[src/rtl/cfg_xlate_pkg.sv]
package cfg_xlate_pkg;
    localparam int BUS_W  = 8;
    localparam int DEV_W  = 5;
    localparam int FN_W   = 3;
    localparam int OFF_W  = 12;
    localparam int DATA_W = 32;
    localparam int ADDR_W = 32;
    localparam int TYPE_W = 5;
    localparam int LANES  = DATA_W / 8;
    localparam int LANE_W = $clog2(LANES);
    localparam int TGT_SHIFT = ADDR_W - BUS_W - DEV_W - FN_W;

    localparam logic [TYPE_W-1:0] TYPE_LOCAL_CFG = 5'h04;
    localparam logic [TYPE_W-1:0] TYPE_FWD_CFG   = 5'h05;

    typedef enum logic [1:0] {
        SZ_BYTE = 2'd0,
        SZ_HALF = 2'd1,
        SZ_WORD = 2'd2,
        SZ_WRD2 = 2'd3
    } acc_size_e;

    typedef enum logic [1:0] {
        ST_IDLE   = 2'd0,
        ST_ACCESS = 2'd1,
        ST_DONE   = 2'd2
    } xl_state_e;

    typedef struct packed {
        logic              ok;
        logic [ADDR_W-1:0] addr;
        logic [TYPE_W-1:0] ttype;
        logic [ADDR_W-1:0] target;
    } xl_dec_t;
endpackage

[src/rtl/cfg_xlate_decode.sv]
module cfg_xlate_decode
    import cfg_xlate_pkg::*;
#(
    parameter logic [ADDR_W-1:0] LCL_BASE = 32'h01FF_C000,
    parameter logic [ADDR_W-1:0] WIN_BASE = 32'h01F0_0000
) (
    input  logic [BUS_W-1:0] bus,
    input  logic [DEV_W-1:0] dev,
    input  logic [FN_W-1:0]  func,
    input  logic [OFF_W-1:0] off,
    output xl_dec_t          dec
);
    logic              bus_zero;
    logic              bus_one;
    logic [ADDR_W-1:0] off_al;

    always_comb begin
        bus_zero = (bus == '0);
        bus_one  = (bus == BUS_W'(1));
        off_al   = ADDR_W'({off[OFF_W-1:LANE_W], {LANE_W{1'b0}}});

        // Slots that cannot hold a device are never reached.
        dec.ok = !((bus_zero && dev > DEV_W'(1)) || (bus_one && dev != '0));

        dec.ttype = (bus_zero || bus_one) ? TYPE_LOCAL_CFG : TYPE_FWD_CFG;

        if (bus_zero) begin
            dec.addr   = LCL_BASE + off_al;
            dec.target = '0;
        end else begin
            dec.addr   = WIN_BASE + off_al;
            dec.target = {bus, dev, func, {TGT_SHIFT{1'b0}}};
        end
    end
endmodule

[src/rtl/cfg_xlate_lanes.sv]
module cfg_xlate_lanes
    import cfg_xlate_pkg::*;
(
    input  logic [LANE_W-1:0] lane,
    input  logic [1:0]        size,
    input  logic [DATA_W-1:0] wdata_in,
    input  logic [DATA_W-1:0] rdata_in,
    output logic [LANES-1:0]  strb,
    output logic [DATA_W-1:0] wdata_out,
    output logic [DATA_W-1:0] rdata_out
);
    logic [LANE_W-1:0] first;
    logic [LANE_W:0]   count;
    logic [DATA_W-1:0] mask;
    logic [DATA_W-1:0] shifted;

    always_comb begin
        unique case (acc_size_e'(size))
            SZ_BYTE: begin first = lane;                  count = 1; end
            SZ_HALF: begin first = {lane[LANE_W-1], 1'b0}; count = 2; end
            default: begin first = '0;                    count = (LANE_W+1)'(LANES); end
        endcase

        for (int i = 0; i < LANES; i++) begin
            strb[i] = (i >= int'(first)) && (i < int'(first) + int'(count));
        end

        mask      = (count == (LANE_W+1)'(LANES)) ? '1
                  : ((DATA_W'(1) << (8 * int'(count))) - DATA_W'(1));
        wdata_out = (wdata_in & mask) << (8 * int'(first));
        shifted   = rdata_in >> (8 * int'(first));
        rdata_out = shifted & mask;
    end
endmodule

[src/rtl/cfg_xlate_top.sv]
module cfg_xlate_top
    import cfg_xlate_pkg::*;
#(
    parameter logic [ADDR_W-1:0] LCL_BASE = 32'h01FF_C000,
    parameter logic [ADDR_W-1:0] WIN_BASE = 32'h01F0_0000
) (
    input  logic              clk,
    input  logic              rst_n,
    input  logic              req_valid,
    output logic              req_ready,
    input  logic              req_write,
    input  logic [7:0]        req_bus,
    input  logic [4:0]        req_dev,
    input  logic [2:0]        req_func,
    input  logic [11:0]       req_off,
    input  logic [1:0]        req_size,
    input  logic [31:0]       req_wdata,
    output logic              lb_valid,
    output logic              lb_write,
    output logic [31:0]       lb_addr,
    output logic [4:0]        lb_type,
    output logic [31:0]       lb_target,
    output logic [3:0]        lb_strb,
    output logic [31:0]       lb_wdata,
    input  logic              lb_done,
    input  logic              lb_err,
    input  logic [31:0]       lb_rdata,
    output logic              cpl_valid,
    output logic [31:0]       cpl_rdata
);
    typedef struct packed {
        xl_state_e         state;
        logic              write;
        logic [1:0]        size;
        logic [LANE_W-1:0] lane;
        logic [ADDR_W-1:0] addr;
        logic [TYPE_W-1:0] ttype;
        logic [ADDR_W-1:0] target;
        logic [LANES-1:0]  strb;
        logic [DATA_W-1:0] wdata;
        logic [DATA_W-1:0] rdata;
    } xl_regs_t;

    xl_regs_t r_d, r_q;
    xl_dec_t  dec;

    logic [LANE_W-1:0] ln_lane;
    logic [1:0]        ln_size;
    logic [LANES-1:0]  ln_strb;
    logic [DATA_W-1:0] ln_wdata;
    logic [DATA_W-1:0] ln_rdata;

    cfg_xlate_decode #(
        .LCL_BASE (LCL_BASE),
        .WIN_BASE (WIN_BASE)
    ) u_dec (
        .bus  (req_bus),
        .dev  (req_dev),
        .func (req_func),
        .off  (req_off),
        .dec  (dec)
    );

    assign ln_lane = (r_q.state == ST_IDLE) ? req_off[LANE_W-1:0] : r_q.lane;
    assign ln_size = (r_q.state == ST_IDLE) ? req_size : r_q.size;

    cfg_xlate_lanes u_lanes (
        .lane      (ln_lane),
        .size      (ln_size),
        .wdata_in  (req_wdata),
        .rdata_in  (lb_rdata),
        .strb      (ln_strb),
        .wdata_out (ln_wdata),
        .rdata_out (ln_rdata)
    );

    always_comb begin
        r_d = r_q;
        unique case (r_q.state)
            ST_IDLE: begin
                if (req_valid) begin
                    r_d.write  = req_write;
                    r_d.size   = req_size;
                    r_d.lane   = req_off[LANE_W-1:0];
                    r_d.addr   = dec.addr;
                    r_d.ttype  = dec.ttype;
                    r_d.target = dec.target;
                    r_d.strb   = req_write ? ln_strb : '1;
                    r_d.wdata  = req_write ? ln_wdata : '0;
                    if (dec.ok) begin
                        r_d.state = ST_ACCESS;
                    end else begin
                        r_d.state = ST_DONE;
                        r_d.rdata = req_write ? '0 : '1;
                    end
                end
            end
            ST_ACCESS: begin
                if (lb_done) begin
                    r_d.state = ST_DONE;
                    if (r_q.write)   r_d.rdata = '0;
                    else if (lb_err) r_d.rdata = '1;
                    else             r_d.rdata = ln_rdata;
                end
            end
            default: r_d.state = ST_IDLE;
        endcase
    end

    always_ff @(posedge clk or negedge rst_n) begin
        if (!rst_n) begin
            r_q       <= '0;
            r_q.state <= ST_IDLE;
        end else begin
            r_q <= r_d;
        end
    end

    assign req_ready = (r_q.state == ST_IDLE);
    assign lb_valid  = (r_q.state == ST_ACCESS);
    assign lb_write  = r_q.write;
    assign lb_addr   = r_q.addr;
    assign lb_type   = r_q.ttype;
    assign lb_target = r_q.target;
    assign lb_strb   = r_q.strb;
    assign lb_wdata  = r_q.wdata;
    assign cpl_valid = (r_q.state == ST_DONE);
    assign cpl_rdata = r_q.rdata;

    p_type_split_r1: assert property (@(posedge clk) disable iff (!rst_n)
        lb_valid |-> ((lb_type == TYPE_FWD_CFG) == (lb_target[31:24] > 8'd1)));

    p_addr_aligned_r4: assert property (@(posedge clk) disable iff (!rst_n)
        lb_valid |-> (lb_addr[1:0] == 2'b00));

    p_filter_no_access_r5: assert property (@(posedge clk) disable iff (!rst_n)
        (req_ready && req_valid && !dec.ok) |=> (!lb_valid && cpl_valid));

    p_err_all_ones_r7: assert property (@(posedge clk) disable iff (!rst_n)
        (lb_valid && lb_done && lb_err && !lb_write) |=> (cpl_valid && cpl_rdata == 32'hFFFF_FFFF));

    p_hold_fields_r10: assert property (@(posedge clk) disable iff (!rst_n)
        (lb_valid && !lb_done) |=> (lb_valid && $stable(lb_addr) && $stable(lb_strb) && $stable(lb_target)));

    p_cpl_pulse_r10: assert property (@(posedge clk) disable iff (!rst_n)
        cpl_valid |=> !cpl_valid);

    p_busy_not_ready_r10: assert property (@(posedge clk) disable iff (!rst_n)
        lb_valid |-> !req_ready);
endmodule

[config.mk]
export PLATFORM = sky130hd
export DESIGN_NAME = cfg_xlate_top
export DESIGN_NICKNAME = d
export VERILOG_FILES = /design/src/rtl/cfg_xlate_pkg.sv /design/src/rtl/cfg_xlate_decode.sv /design/src/rtl/cfg_xlate_lanes.sv /design/src/rtl/cfg_xlate_top.sv
export SDC_FILE = /design/constraint.sdc
export NUM_CORES = 1
export LEC_CHECK = 0
export ABC_AREA = 0
export CELL_PAD_IN_SITES_DETAIL_PLACEMENT = 1
export CELL_PAD_IN_SITES_GLOBAL_PLACEMENT = 2
export CORE_AREA = 10 10 172 174
export DETAILED_ROUTE_END_ITERATION = 12
export DIE_AREA = 0 0 182 184
export PLACE_DENSITY = 0.78
export SLEW_MARGIN = 20
export SYNTH_ARGS = -nofsm -noshare
export SYNTH_HDL_FRONTEND = slang
export SYNTH_SLANG_ARGS = --single-unit
export TNS_END_PERCENT = 5
[constraint.sdc]
create_clock -name clk -period 2.6 [get_ports clk]
set_input_delay 0.26 -clock clk [delete_from_list [all_inputs] [get_ports clk]]
set_output_delay 0.26 -clock clk [all_outputs]
set_load 0.01 [all_outputs]
==> flow_metrics.env, run 1 <==
export IMPL_status="finished clean"
export IMPL_first_iter_violations=332
export IMPL_numCtsBuffers=9
export IMPL_p_leak_nw=3.31
export IMPL_first_pass_iters=4
export IMPL_antenna_found_initial=0
export IMPL_slowest_delay_ns=0.83
export IMPL_slew_viol_final=0
export IMPL_cts_tree="done"
export IMPL_ir_drop_uv=434
export IMPL_nNetsFinal=833
export IMPL_critPathSlowestCell="nor3_1"
export IMPL_internal_power_mw=5.20
export IMPL_seqPwrFrac_pct=33.0
export IMPL_clk_latency_ns=0.36
export IMPL_synth_top_area_share_pct=43.8
export IMPL_placed_cells=1054
export IMPL_reg2reg_depth=6
export IMPL_rsz0062_at_grt="false"
export IMPL_tightest_slew_ns=1.01
export IMPL_num_rows=59
export IMPL_path_max_fanout=11
export IMPL_ys_ff_latch=104
export IMPL_initial_core_util_pct=22.9
export IMPL_post_dp_cell_area_um2=7640
export IMPL_critPathCaptureType="flip-flop"
export IMPL_die_width_um=182
export IMPL_fin_crit_sh_pct=91.7
export IMPL_netlist_cell_type_count=52
export IMPL_drv_cap=0
export IMPL_tns_ns=0
export IMPL_setup_viol=0
export IMPL_coreArea_um2=25900
export IMPL_powerDensity_nw_per_um2=1050
export IMPL_syn_to_final_growth_pct=33.7
export IMPL_utilization_pct=30.7
export IMPL_power_mw=8.35
export IMPL_finalWeightedCongestion=0.794
export IMPL_crit_chain="nor2_4 -> o21a_1 -> clkinv_4 -> buf_4 -> nor3_1 -> a22o_1"
export IMPL_power_frac_comb_pct=50.5
export IMPL_ys_async_sr_fraction_pct=100
export IMPL_antenna_left=0
export IMPL_cts_sinks=104
export IMPL_die_y_um=184
export IMPL_place_hpwl_um=17600
export IMPL_routed_via_count=4811
export IMPL_diodes=0
export IMPL_fin_crit_ns=2.38
export IMPL_p_switching_mw=3.15
export IMPL_hold_viol=0
export IMPL_overflow=0
export IMPL_final_cell_area_um2=7950
export IMPL_io_buffers=210
export IMPL_hp_class="input pin to flip-flop"
export IMPL_synthCells=624
export IMPL_fin_skew_ns=0.0114
export IMPL_yosysTopAreaCell="dfrtp_1"
export IMPL_post_place_ws_ns=-0.0272
export IMPL_dieArea_um2=33500
export IMPL_ys_seq_area_share_pct=43.8
export IMPL_wl_per_cell_um=21.0
export IMPL_synth_area_leaders="dfrtp_1 (44%), buf_4 (18%), nand2_1 (7.1%)"
export IMPL_crit_reg2reg_launch="r_q[142]$_DFFE_PN0P_"
export IMPL_syn_cell_area_um2=5940
export IMPL_hold_depth=3
export IMPL_synth_most_common_cell="buf_4"
export IMPL_post_cts_buffers=0
export IMPL_crit_start="r_q[142]$_DFFE_PN0P_"
export IMPL_netSwitchingFraction_pct=37.8
export IMPL_fmax_mhz=419
export IMPL_worstHoldStart="req_off[11]"
export IMPL_worstPathArrival_ns=2.67
export IMPL_grt_usage_pct=13.0
export IMPL_criticalPathCategory="flip-flop to flip-flop"
export IMPL_ios=241
export IMPL_route_detailed_drc=0
export IMPL_clock_root_buffer="clkbuf_16"
export IMPL_drt_total_wl_um=22500
export IMPL_avgSynthCellArea_um2=9.52
export IMPL_viasPerCell=4.49
export IMPL_cp_start_kind="flip-flop"
export IMPL_h_tree_depth=3
export IMPL_synthTopCellsByCount="buf_4 (141), nand2_1 (112), dfrtp_1 (104)"
export IMPL_fin_ws_ns=0.216
export IMPL_slew_headroom_pct=32.1
export IMPL_clockBufferDepth=2
export IMPL_layout_drive_gt1_share_pct=8.70
export IMPL_yosys_most_used_dff="dfrtp_1"
export IMPL_cp_data_required_time_ns=2.89
export IMPL_grt_pass1_wl_um=33600
export IMPL_synth_edf_count=0
export IMPL_holdWs_ns=0.417
export IMPL_fin_cells=1071
export IMPL_pwr_share_clk_pct=16.5
export IMPL_clk_pin_slew_ns=0.08
export IMPL_grt_max_degree=64
export IMPL_grt_pass1_vias=5277
export IMPL_synth_warnings=0
worst max-delay path: cells and delay by family (launching register included):
kind	cells	cell delay, ns
DFF	1	0.47
and+or+nand+nor	2	1.03
AOI/OAI and AO/OA	2	0.52
buffers and inverters	2	0.29
cells by family after synthesis:
family                   count (synthesis)  share of synthesized area (%)
flip-flops                             104                           43.8
AND/OR/NAND/NOR                        155                           11.8
other                                    1                         0.0631
adder cells (fa/ha/maj)                  2                          0.547
multiplexers                             5                          0.884
AO/OA/AOI/OAI                          175                           21.9
buffers and inverters                  182                           21.0
placed cells by master (no fill, tap or decap), types with 2 or more instances in the layout:
master	netlist	layout
o21ai_1	2	2
o21a_1	11	11
and2_1	2	2
o211ai_1	8	8
o31ai_1	9	9
o22a_1	15	15
nand2b_1	4	4
nand2_1	112	111
mux2i_1	3	3
clkdlybuf4s50_1	0	209
nand3_1	12	12
o221a_1	14	14
inv_8	0	2
inv_1	8	8
or2_2	2	2
buf_4	141	24
clkinv_4	1	3
a22o_1	16	16
buf_12	0	5
dfrtp_1	104	104
a22oi_1	24	24
a21oi_1	26	26
mux2_2	2	2
o221a_2	4	4
nor2_1	7	7
conb_1	1	30
nor3_1	2	2
nand2_2	1	2
o21ai_0	34	33
o221ai_1	7	7
clkbuf_16	0	9
flip-flops by register name, summed over array words and instances, names as in the netlist:
name,flops
lb_wdata,32
lb_write,1
r_q,6
lb_target,16
lb_type,1
cpl_rdata,32
lb_addr,12
lb_strb,4
final timing paths:
kind | slack [ns] | end
worst max-delay path | 0.22 | lb_wdata[2]$_DFFE_PN0P_
max in group asynchronous | 1.38 | lb_addr[4]$_DFFE_PN0P_
worst min register to register | 0.47 | lb_target[30]$_DFFE_PN0P_
worst min-delay path | 0.42 | lb_addr[11]$_DFFE_PN0P_
min in group asynchronous | 0.52 | lb_strb[3]$_DFFE_PN0P_
worst max register to register | 0.22 | lb_wdata[2]$_DFFE_PN0P_
layer usage:
layer  GRT usage (%)  up-vias  share of wire (%)
li1                -     2237                  -
met1            16.4     2373                 46
met2            21.0      191                 45
met3            5.10       10                8.2
met4            2.38        0               0.74
met5               0        -                  0
area by class of cell:
type | count | area [um^2]
Multi-Input combinational cell | 367 | 2210
Sequential cell | 104 | 2600
Clock inverter | 5 | 48.8
Tap cell | 335 | 419
Inverter | 10 | 42.5
Fill cell | 2950 | 18000
Clock buffer | 11 | 243
Timing Repair Buffer | 239 | 2380
repair_timing:
item	in CTS	in global routing
hold buffers	1	0
gates resized for setup	0	1
endpoints found under the hold margin	46	0
endpoints found under the setup margin	0	2
power by group through the flow:
| stage | combinational (mW) | sequential, mW | clock [mW] |
|---|---|---|---|
| floorplan | 2.93 | 2.62 | 0 |
| global placement | 4.24 | 2.76 | 0 |
| detailed placement | 4.30 | 2.80 | 0 |
| CTS | 4.32 | 2.77 | 1.45 |
| global route | 4.57 | 2.87 | 1.51 |
| finish | 4.22 | 2.75 | 1.38 |
(Power assumes the default switching activity.)
==> run 2, diff against run 1 <==
- CORE_AREA: 10 10 172 174 -> 2 2 164 166
- DIE_AREA: 0 0 182 184 -> 0 0 166 168
- SKIP_LAST_GASP: not set -> 1
==> flow_metrics.env, run 2 (synthesis gave the netlist of run 1 again) <==
export IMPL_antenna_left=0
export IMPL_powerDensity_nw_per_um2=1040
export IMPL_wl_per_cell_um=19.2
export IMPL_final_seq_area_um2=2600
export IMPL_cts_sinks=104
export IMPL_grt_usage_pct=14.9
export IMPL_grt_pass1_wl_um=32200
export IMPL_viasPerCell=4.48
export IMPL_syn_to_final_growth_pct=33.9
export IMPL_multi_input_area_um2=2220
export IMPL_slowest_delay_ns=0.53
export IMPL_ios=241
export IMPL_cp_data_required_time_ns=2.84
export IMPL_diodes=0
export IMPL_fin_crit_sh_pct=95.3
export IMPL_routed_via_count=4833
export IMPL_final_cell_area_um2=7960
export IMPL_drt_total_wl_um=20700
export IMPL_critPathSlowestCell="dfrtp_1"
export IMPL_crit_reg2reg_launch="r_q[142]$_DFFE_PN0P_"
export IMPL_ir_drop_uv=354
export IMPL_grt_max_degree=59
export IMPL_crit_chain="nor2_4 -> mux2_2 -> a21oi_1 -> fa_1 -> and3_1 -> o221a_2"
export IMPL_post_cts_buffers=0
export IMPL_slew_headroom_pct=53.9
export IMPL_nNetsFinal=835
export IMPL_num_rows=60
export IMPL_criticalPathCategory="flip-flop to flip-flop"
export IMPL_slew_viol_final=0
export IMPL_die_width_um=166
export IMPL_clockBufferDepth=2
export IMPL_post_dp_cell_area_um2=7640
export IMPL_fin_skew_ns=0.00940
export IMPL_r2r_end="lb_strb[2]$_DFFE_PN0P_"
export IMPL_utilization_pct=30.2
export IMPL_io_buffers=210
export IMPL_clock_root_buffer="clkbuf_16"
export IMPL_final_common_cell="clkdlybuf4s50_1"
export IMPL_clk_latency_ns=0.35
export IMPL_worstPathArrival_ns=2.72
export IMPL_layout_common_cells="clkdlybuf4s50_1 (209), nand2_1 (111), dfrtp_1 (104), o21ai_0 (33), conb_1 (30)"
export IMPL_clk_pin_slew_ns=0.08
export IMPL_place_hpwl_um=15800
export IMPL_first_pass_iters=4
export IMPL_rsz0062_at_grt="true"
export IMPL_hp_class="input pin to asynchronous set/reset pin"
export IMPL_initial_core_util_pct=22.6
export IMPL_cp_start_kind="flip-flop"
export IMPL_first_iter_violations=321
export IMPL_die_y_um=168
export IMPL_antenna_found_initial=0
export IMPL_dieArea_um2=27900
export IMPL_fin_crit_ns=2.48
export IMPL_overflow=0
export IMPL_tightest_slew_ns=0.689
export IMPL_numCtsBuffers=9
export IMPL_hold_viol=0
export IMPL_drv_cap=0
export IMPL_cts_tree="done"
export IMPL_coreArea_um2=26400
export IMPL_route_detailed_drc=0
export IMPL_p_leak_nw=3.31
export IMPL_layout_drive_gt1_share_pct=9.23
export IMPL_critPathCaptureType="flip-flop"
export IMPL_rrSetupSlack_ns=0.12
export IMPL_setup_viol=0
export IMPL_h_tree_depth=3
export IMPL_path_max_fanout=9
export IMPL_fmax_mhz=404
export IMPL_grt_pass1_vias=5158
export IMPL_finalWeightedCongestion=0.792
export IMPL_reg2reg_depth=6
export IMPL_fillers=2966
export IMPL_status="finished clean"
## run 2: changes by cell type in the layout (fill, tap and decap cells not counted)
cell | previous run | this run
buf_12 | 5 | 3
buf_4 | 24 | 28
bufinv_16 | 0 | 1
clkbuf_1 | 1 | 0
clkbuf_8 | 1 | 0
clkinv_2 | 0 | 1
clkinvlp_4 | 0 | 1
inv_8 | 2 | 0
nor3_1 | 2 | 1
nor3_2 | 0 | 1
o21ai_1 | 2 | 1
o21ai_2 | 1 | 2
## run 2: timing repair
| action | in CTS | in global routing |
|---|---|---|
| setup endpoints to repair | 4 | 12 |
| hold endpoints to repair | 18 | 0 |
| gates resized for setup | 1 | 2 |
| hold buffers | 1 | 0 |
## run 2: metal layers
layer	wire length, um	track usage [%]	up-vias
li1	-	-	2241
met1	9590	20.0	2380
met2	9640	24.6	199
met3	1240	3.74	13
met4	184	2.84	0
met5	0	0	-
## run 2: final cells by class
class                      count  area share, %
clock buffer                   9           2.83
multi-input combinational    367           27.9
clock inverter                 6          0.865
sequential                   104           32.7
timing repair buffer         241           29.8
tap                          341           5.36
inverter                      10          0.535
## run 2: per-stage QoR
step | TNS (ns) | setup slack (ns) | std cells | hold WS, ns | total power [mW]
2_1_floorplan | 0 | 0.0168 | 653 | -0.0356 | 5.55
5_1_grt | -0.0730 | -0.0415 | 1078 | 0.359 | 8.87
3_3_place_gp | 0 | 0.0927 | 1062 | 0.162 | 6.93
4_1_cts | 0 | 0.0460 | 1078 | 0.341 | 8.44
3_5_place_dp | -0.168 | -0.0773 | 1062 | 0.161 | 7.00
6_report | 0 | 0.123 | 1078 | 0.349 | 8.31
## run 2: worst max-delay path by stage
| stage | from | endpoint | slack (ns) | cells past startpoint |
|---|---|---|---|---|
| detailed placement | r_q[142]$_DFFE_PN0P_ | lb_strb[1]$_DFFE_PN0P_ | -0.08 | 8 |
| floorplan | r_q[142]$_DFFE_PN0P_ | lb_strb[1]$_DFFE_PN0P_ | 0.02 | 10 |
| CTS | r_q[142]$_DFFE_PN0P_ | lb_strb[1]$_DFFE_PN0P_ | 0.05 | 8 |
| global placement | req_size[1] | lb_wdata[4]$_DFFE_PN0P_ | 0.09 | 7 |
| global route | r_q[142]$_DFFE_PN0P_ | lb_strb[1]$_DFFE_PN0P_ | -0.04 | 8 |
| finish | r_q[142]$_DFFE_PN0P_ | lb_strb[2]$_DFFE_PN0P_ | 0.12 | 6 |
## run 2: worst max-delay path, delay by kind of cell, from the launching register on
family                   cells  cell delay [ns]
AO/OA/AOI/OAI                2             0.50
adder cells (fa/ha/maj)      1             0.50
flip-flops                   1             0.53
multiplexers                 1             0.38
AND/OR/NAND/NOR              2             0.46
## run 2: where the power goes
part           internal, mW  switching, mW  total [mW]
clock network         0.747          0.637        1.38
logic                  2.19           1.96        4.15
registers              2.30          0.483        2.78
total                  5.23           3.08        8.31
